### config.mk
export PLATFORM = sky130hd
export DESIGN_NAME = lvt_dispatch
export DESIGN_NICKNAME = d
export VERILOG_FILES = /design/src/rtl/lvt_pkg.sv /design/src/rtl/lvt_table.sv /design/src/rtl/lvt_arb.sv /design/src/rtl/lvt_decode.sv /design/src/rtl/lvt_dispatch.sv
export SDC_FILE = /design/constraint.sdc
export NUM_CORES = 1
export LEC_CHECK = 0
export ABC_AREA = 1
export CAP_MARGIN = 40
export CORE_MARGIN = 1.5
export CORE_UTILIZATION = 46
export DETAILED_ROUTE_END_ITERATION = 12
export PLACE_DENSITY_LB_ADDON = 0.25
export SLEW_MARGIN = 10
export SYNTH_ARGS = -nofsm -noshare
export SYNTH_HDL_FRONTEND = slang
export SYNTH_HIERARCHICAL = 1
export SYNTH_SLANG_ARGS = --single-unit
### constraint.sdc
create_clock -name clk_i -period 1.3 [get_ports clk_i]
set_input_delay 0.26 -clock clk_i [delete_from_list [all_inputs] [get_ports clk_i]]
set_output_delay 0.26 -clock clk_i [all_outputs]
set_load 0.02 [all_outputs]
### src/rtl/lvt_pkg.sv
package lvt_pkg;
  localparam int VEC_W     = 8;
  localparam int ENTRY_W   = 32;
  localparam int NUM_SRC   = 3;
  localparam int SEL_W     = 2;
  localparam int MODE_LSB  = 8;
  localparam int LEVEL_BIT = 15;
  localparam int MASK_BIT  = 16;

  localparam int SRC_TIMER = 0;
  localparam int SRC_LINT0 = 1;
  localparam int SRC_LINT1 = 2;

  typedef enum logic [2:0] {
    DM_FIXED  = 3'b000,
    DM_SMI    = 3'b010,
    DM_NMI    = 3'b100,
    DM_INIT   = 3'b101,
    DM_EXTINT = 3'b111
  } dmode_e;

  typedef enum logic [1:0] {
    EV_NONE    = 2'd0,
    EV_ASSERT  = 2'd1,
    EV_RELEASE = 2'd2
  } evkind_e;

  typedef struct packed {
    logic             mask;
    logic             level;
    logic [2:0]       mode;
    logic [VEC_W-1:0] vec;
  } lvt_entry_t;
endpackage

### src/rtl/lvt_table.sv
module lvt_table
  import lvt_pkg::*;
#(
  parameter int N_SRC = NUM_SRC,
  parameter int SW    = SEL_W,
  parameter int DW    = ENTRY_W
) (
  input  logic          clk_i,
  input  logic          rst_ni,
  input  logic          wr_en_i,
  input  logic [SW-1:0] wr_sel_i,
  input  logic [DW-1:0] wr_data_i,
  output lvt_entry_t    entries_o [N_SRC]
);
  localparam lvt_entry_t RST_ENT = '{mask: 1'b1, level: 1'b0, mode: 3'b000, vec: '0};

  lvt_entry_t wr_ent;
  always_comb begin
    wr_ent.mask  = wr_data_i[MASK_BIT];
    wr_ent.level = wr_data_i[LEVEL_BIT];
    wr_ent.mode  = wr_data_i[MODE_LSB +: 3];
    wr_ent.vec   = wr_data_i[VEC_W-1:0];
  end

  logic unused_wr_bits;
  assign unused_wr_bits = ^{wr_data_i[DW-1:MASK_BIT+1], wr_data_i[LEVEL_BIT-1:MODE_LSB+3]};

  for (genvar g = 0; g < N_SRC; g++) begin : g_ent
    always_ff @(posedge clk_i or negedge rst_ni) begin
      if (!rst_ni)                                   entries_o[g] <= RST_ENT;
      else if (wr_en_i && (wr_sel_i == SW'(g)))      entries_o[g] <= wr_ent;
    end
  end

  // a select beyond the table leaves every entry untouched
  a_r2_bad_sel_no_write: assert property (@(posedge clk_i) disable iff (!rst_ni)
    (wr_en_i && (int'(wr_sel_i) >= N_SRC)) |=> $stable(entries_o[0]) && $stable(entries_o[N_SRC-1]));
endmodule

### src/rtl/lvt_arb.sv
module lvt_arb
  import lvt_pkg::*;
#(
  parameter int SW = SEL_W
) (
  input  logic          timer_evt_i,
  input  logic          lint0_rise_i,
  input  logic          lint0_fall_i,
  input  logic          lint1_evt_i,
  output evkind_e       kind_o,
  output logic [SW-1:0] src_o
);
  always_comb begin
    kind_o = EV_NONE;
    src_o  = SW'(SRC_TIMER);
    if (lint1_evt_i) begin
      kind_o = EV_ASSERT;
      src_o  = SW'(SRC_LINT1);
    end else if (lint0_rise_i) begin
      kind_o = EV_ASSERT;
      src_o  = SW'(SRC_LINT0);
    end else if (lint0_fall_i) begin
      kind_o = EV_RELEASE;
      src_o  = SW'(SRC_LINT0);
    end else if (timer_evt_i) begin
      kind_o = EV_ASSERT;
      src_o  = SW'(SRC_TIMER);
    end
  end
endmodule

### src/rtl/lvt_decode.sv
module lvt_decode
  import lvt_pkg::*;
#(
  parameter int SW = SEL_W
) (
  input  logic             clk_i,
  input  logic             rst_ni,
  input  evkind_e          kind_i,
  input  logic [SW-1:0]    src_i,
  input  lvt_entry_t       ent_i,
  output logic             smi_o,
  output logic             nmi_o,
  output logic             extint_o,
  output logic             set_o,
  output logic [VEC_W-1:0] set_vec_o,
  output logic             set_level_o,
  output logic             clr_o,
  output logic [VEC_W-1:0] clr_vec_o,
  output logic             reeval_o
);
  logic             smi_d, nmi_d, ext_d, set_d, lvl_d, clr_d, rev_d;
  logic             is_pin;

  assign is_pin = (src_i == SW'(SRC_LINT0)) || (src_i == SW'(SRC_LINT1));

  always_comb begin
    smi_d = 1'b0; nmi_d = 1'b0; ext_d = 1'b0;
    set_d = 1'b0; lvl_d = 1'b0; clr_d = 1'b0; rev_d = 1'b0;
    if (kind_i == EV_ASSERT && !ent_i.mask) begin
      unique case (ent_i.mode)
        DM_FIXED:  begin set_d = 1'b1; lvl_d = is_pin && ent_i.level; end
        DM_SMI:    smi_d = 1'b1;
        DM_NMI:    nmi_d = 1'b1;
        DM_EXTINT: ext_d = 1'b1;
        default:   ;
      endcase
    end else if (kind_i == EV_RELEASE) begin
      // release path is not gated by the mask
      if (ent_i.mode == DM_FIXED && ent_i.level) begin
        clr_d = 1'b1; rev_d = 1'b1;
      end else if (ent_i.mode == DM_EXTINT) begin
        rev_d = 1'b1;
      end
    end
  end

  always_ff @(posedge clk_i or negedge rst_ni) begin
    if (!rst_ni) begin
      smi_o <= 1'b0; nmi_o <= 1'b0; extint_o <= 1'b0;
      set_o <= 1'b0; set_level_o <= 1'b0; set_vec_o <= '0;
      clr_o <= 1'b0; clr_vec_o <= '0; reeval_o <= 1'b0;
    end else begin
      smi_o       <= smi_d;
      nmi_o       <= nmi_d;
      extint_o    <= ext_d;
      set_o       <= set_d;
      set_level_o <= lvl_d;
      clr_o       <= clr_d;
      reeval_o    <= rev_d;
      if (set_d) set_vec_o <= ent_i.vec;
      if (clr_d) clr_vec_o <= ent_i.vec;
    end
  end

  a_r3_masked_silent: assert property (@(posedge clk_i) disable iff (!rst_ni)
    (kind_i == EV_ASSERT && ent_i.mask) |=> !(smi_o || nmi_o || extint_o || set_o));
  a_r7_timer_edge: assert property (@(posedge clk_i) disable iff (!rst_ni)
    (kind_i == EV_ASSERT && src_i == SW'(SRC_TIMER)) |=> !set_level_o);
  a_r7_level_needs_set: assert property (@(posedge clk_i) disable iff (!rst_ni)
    set_level_o |-> set_o);
  a_r8_clr_with_reeval: assert property (@(posedge clk_i) disable iff (!rst_ni)
    clr_o |-> reeval_o);
  a_r9_release_no_signal: assert property (@(posedge clk_i) disable iff (!rst_ni)
    (kind_i == EV_RELEASE) |=> !(smi_o || nmi_o || extint_o || set_o));
  a_r11_one_result: assert property (@(posedge clk_i) disable iff (!rst_ni)
    $onehot0({smi_o, nmi_o, extint_o, set_o, reeval_o}));
endmodule

### src/rtl/lvt_dispatch.sv
module lvt_dispatch
  import lvt_pkg::*;
(
  input  logic               clk_i,
  input  logic               rst_ni,
  input  logic               wr_en_i,
  input  logic [SEL_W-1:0]   wr_sel_i,
  input  logic [ENTRY_W-1:0] wr_data_i,
  input  logic               timer_evt_i,
  input  logic               lint0_rise_i,
  input  logic               lint0_fall_i,
  input  logic               lint1_evt_i,
  output logic               smi_o,
  output logic               nmi_o,
  output logic               extint_o,
  output logic               set_o,
  output logic [VEC_W-1:0]   set_vec_o,
  output logic               set_level_o,
  output logic               clr_o,
  output logic [VEC_W-1:0]   clr_vec_o,
  output logic               reeval_o
);
  lvt_entry_t         entries [NUM_SRC];
  lvt_entry_t         sel_ent;
  evkind_e            kind;
  logic [SEL_W-1:0]   src;

  lvt_table #(.N_SRC(NUM_SRC), .SW(SEL_W), .DW(ENTRY_W)) u_table (
    .clk_i, .rst_ni, .wr_en_i, .wr_sel_i, .wr_data_i, .entries_o(entries)
  );

  lvt_arb #(.SW(SEL_W)) u_arb (
    .timer_evt_i, .lint0_rise_i, .lint0_fall_i, .lint1_evt_i,
    .kind_o(kind), .src_o(src)
  );

  always_comb begin
    sel_ent = entries[0];
    for (int i = 0; i < NUM_SRC; i++)
      if (src == SEL_W'(i)) sel_ent = entries[i];
  end

  lvt_decode #(.SW(SEL_W)) u_dec (
    .clk_i, .rst_ni, .kind_i(kind), .src_i(src), .ent_i(sel_ent),
    .smi_o, .nmi_o, .extint_o, .set_o, .set_vec_o, .set_level_o,
    .clr_o, .clr_vec_o, .reeval_o
  );

  // a LINT1 event pre-empts any LINT0 release in the same cycle
  a_r10_lint1_first: assert property (@(posedge clk_i) disable iff (!rst_ni)
    lint1_evt_i |=> !clr_o);
endmodule

==> flow_summary.ini <==
[run_status]
status = finished with violations
violations = setup timing

[synthesis]
synth_compound_area_share_pct = 0.158
synth-xor-area-share_pct = 0
yosys.area_share.simple_pct = 39.9
synth_area_per_cell_um2 = 8.12
synth_cells = 389
seq_area_frac_synth_pct = 49.2
ys_warn_count = 6
netlist_area_mm2 = 0.00316
synth_top_family_by_area = simple AND/OR/NAND/NOR gates
synth_fa_ha_area_share_pct = 0
ys_ff_latch = 62
synthDistinctLibCells = 21
muxShareOfSynthArea_pct = 0
synth_nets = 430

[route]
drt-wirelength-per-cell_um = 14.1
firstDrtPassIters = 4
wirelength_um = 7860
drt_iter0_drc = 168
ant_nets = 0
vias = 2848
drc = 0
vias_per_cell = 5.09

[setup_path]
crit_path_top_delay_cell = dfrtp_1
startpoint_type = flip-flop
cp-startpoint = u_table/entries_o[36]
required_ns = 1.57
critical-path-max-stage-delay_ns = 0.38
crit_arrival_ns = 1.65
cp_max_fo = 8
worst-path-buf-inv = 3
criticalPathCategory = flip-flop to flip-flop
path_delay_family = simple AND/OR/NAND/NOR gates
cp-end-kind = flip-flop
worstPathCellList = inv_1, nand2_1, nand3_2, nand2_2, inv_2, nand2_4, nor2_8, buf_12, nand3_2, nand2_1
regToRegStartpoint = u_table/entries_o[36]

[floorplanning]
num_rows = 30
die_area_mm2 = 0.00737
die_y_um = 85.9
die_x_um = 85.9
coreArea_mm2 = 0.00672
io_pins = 64
start_util_pct = 47.0

[power_and_ir_drop]
leakage_nw = 2.37
irDropWorstVdd_mv = 0.680
total_power_mw = 6.38
powerDensity_mw_per_mm2 = 1480

[finish]
fill_cells = 560
drive_gt1_share_pct = 31.3
final_util_pct = 64.0
n_antenna_cell = 0
syn_to_final_growth_pct = 36.2
num-nets-final = 515

[grt]
grt_start_max_net_pins = 25
grt_pass1_vias = 2614
grt_pass1_wl_um = 12900
antenna_found_initial = 0
overflow = 0
gr-usage-all-layers_pct = 22.7

[cts]
clk_latency_ns = 0.34
cts_sinks = 62
htreeDepth = 3
clkTransAtPathRegs_ns = 0.07
cts-root-buf = clkbuf_8
cts_buffers = 9
clk_path_buf_depth = 2
cts_tree = built

[place]
place_congestion = 0.830
dpl.hpwl_um = 5400
port_buffers = 44
post-place-ws_ns = -0.852

[timing]
min_period_ns = 1.38
whs_ns = 0.439
slew_headroom_pct = 59.2
worst_slack_ns = -0.0792
skew_ns = 0.00882
worst_pin_slew_ns = 0.612
hold_viol_final = 0
fin_tns_setup_ns = -0.854
finalCritPeriodShare_pct = 106
setup_viol = 16
rsz0062_at_grt = true
max_freq_ghz = 0.725
slew_violations = 0

[run]
cap_viol_max_count = 0

[min_path]
hold_class = primary input to flip-flop
hp-start = lint1_evt_i
-- cells in the final DEF, fill, tap and decap left out, drive strengths merged, types with 4 or more instances in the layout --
cell type	count
clkbuf	23
clkdlybuf4s15	4
clkdlybuf4s50	17
dfrtp	59
nand3	53
buf	52
nor2	14
inv	41
nand2	172
dlygate4sd2	6
nand4	26
-- registers in the layout, summed over array words and instances, names as in the netlist --
register	flops
u_dec/clr_o	1
u_dec/clr_vec_o	8
u_dec/extint_o	1
u_dec/nmi_o	1
u_dec/reeval_o	1
u_dec/set_level_o	1
u_dec/set_o	1
u_dec/set_vec_o	8
u_dec/smi_o	1
u_table/entries_o	39
-- power breakdown --
group	switching [mW]	internal [mW]	total, mW
logic	1.04	0.717	1.76
clock network	0.791	1.32	2.11
registers	0.213	2.29	2.50
-- logic make-up after synthesis --
group           Yosys count
compound gates            1
flops                    62
buf+inv                  62
simple gates            264
-- final cells by class --
class                      count  area (µm²)  area share [%]
sequential                    62        1560            36.2
clock inverter                 6         109            2.53
clock buffer                  10         138            3.20
inverter                      41         161            3.75
tap                           80         100            2.33
multi-input combinational    267        1420            33.1
timing repair buffer          93         815            18.9
-- synthesized netlist by cell type, drive strengths merged --
cell type	n	area, µm²
dfrtp	59	1480
inv	41	159
nand2	170	686
nand4	26	163
dfstp	3	78.8
nor2	14	114
buf	21	180
nor3	1	10.0
o21ai	1	5.00
nand3	53	288
-- path summary, 6_finish.rpt --
check,end,slack [ns],cells past startpoint
min in group asynchronous,u_dec/smi_o,0.46,2
max in group asynchronous,u_table/entries_o[30],0.27,3
setup reg to reg,u_dec/set_vec_o[3],-0.08,10
hold reg to reg,u_dec/clr_vec_o[7],0.47,2
setup / recovery,u_dec/set_vec_o[3],-0.08,10
hold / removal,u_dec/set_level_o,0.44,5
-- metal layers --
layer  wire length [µm]  global-route usage (%)
met4                133                    8.65
met1               3550                    31.3
met3                413                    3.18
met5                  0                       0
met2               3770                    36.5
-- metrics by stage --
stage,area (µm²),std cells
global route,4300,559
CTS,4310,559
global placement,3950,535
detailed placement,3950,535
floorplan,3190,389
finish,4300,559
-- tightest hold or removal path, stage by stage --
cell	delay, ns
buf_2	0.13
buf_4	0.16
nand2_1	0.05
nand2_1	0.10
nor2_2	0.05
-- timing repair --
action	4_1_cts	5_1_grt
pin swaps	18	10
setup endpoints to repair	46	32
buffers inserted	5	0
hold buffers	1	0
gates cloned	2	0
endpoints found under the hold margin	14	0
gates resized for setup	71	31
(Power assumes the default switching activity.)
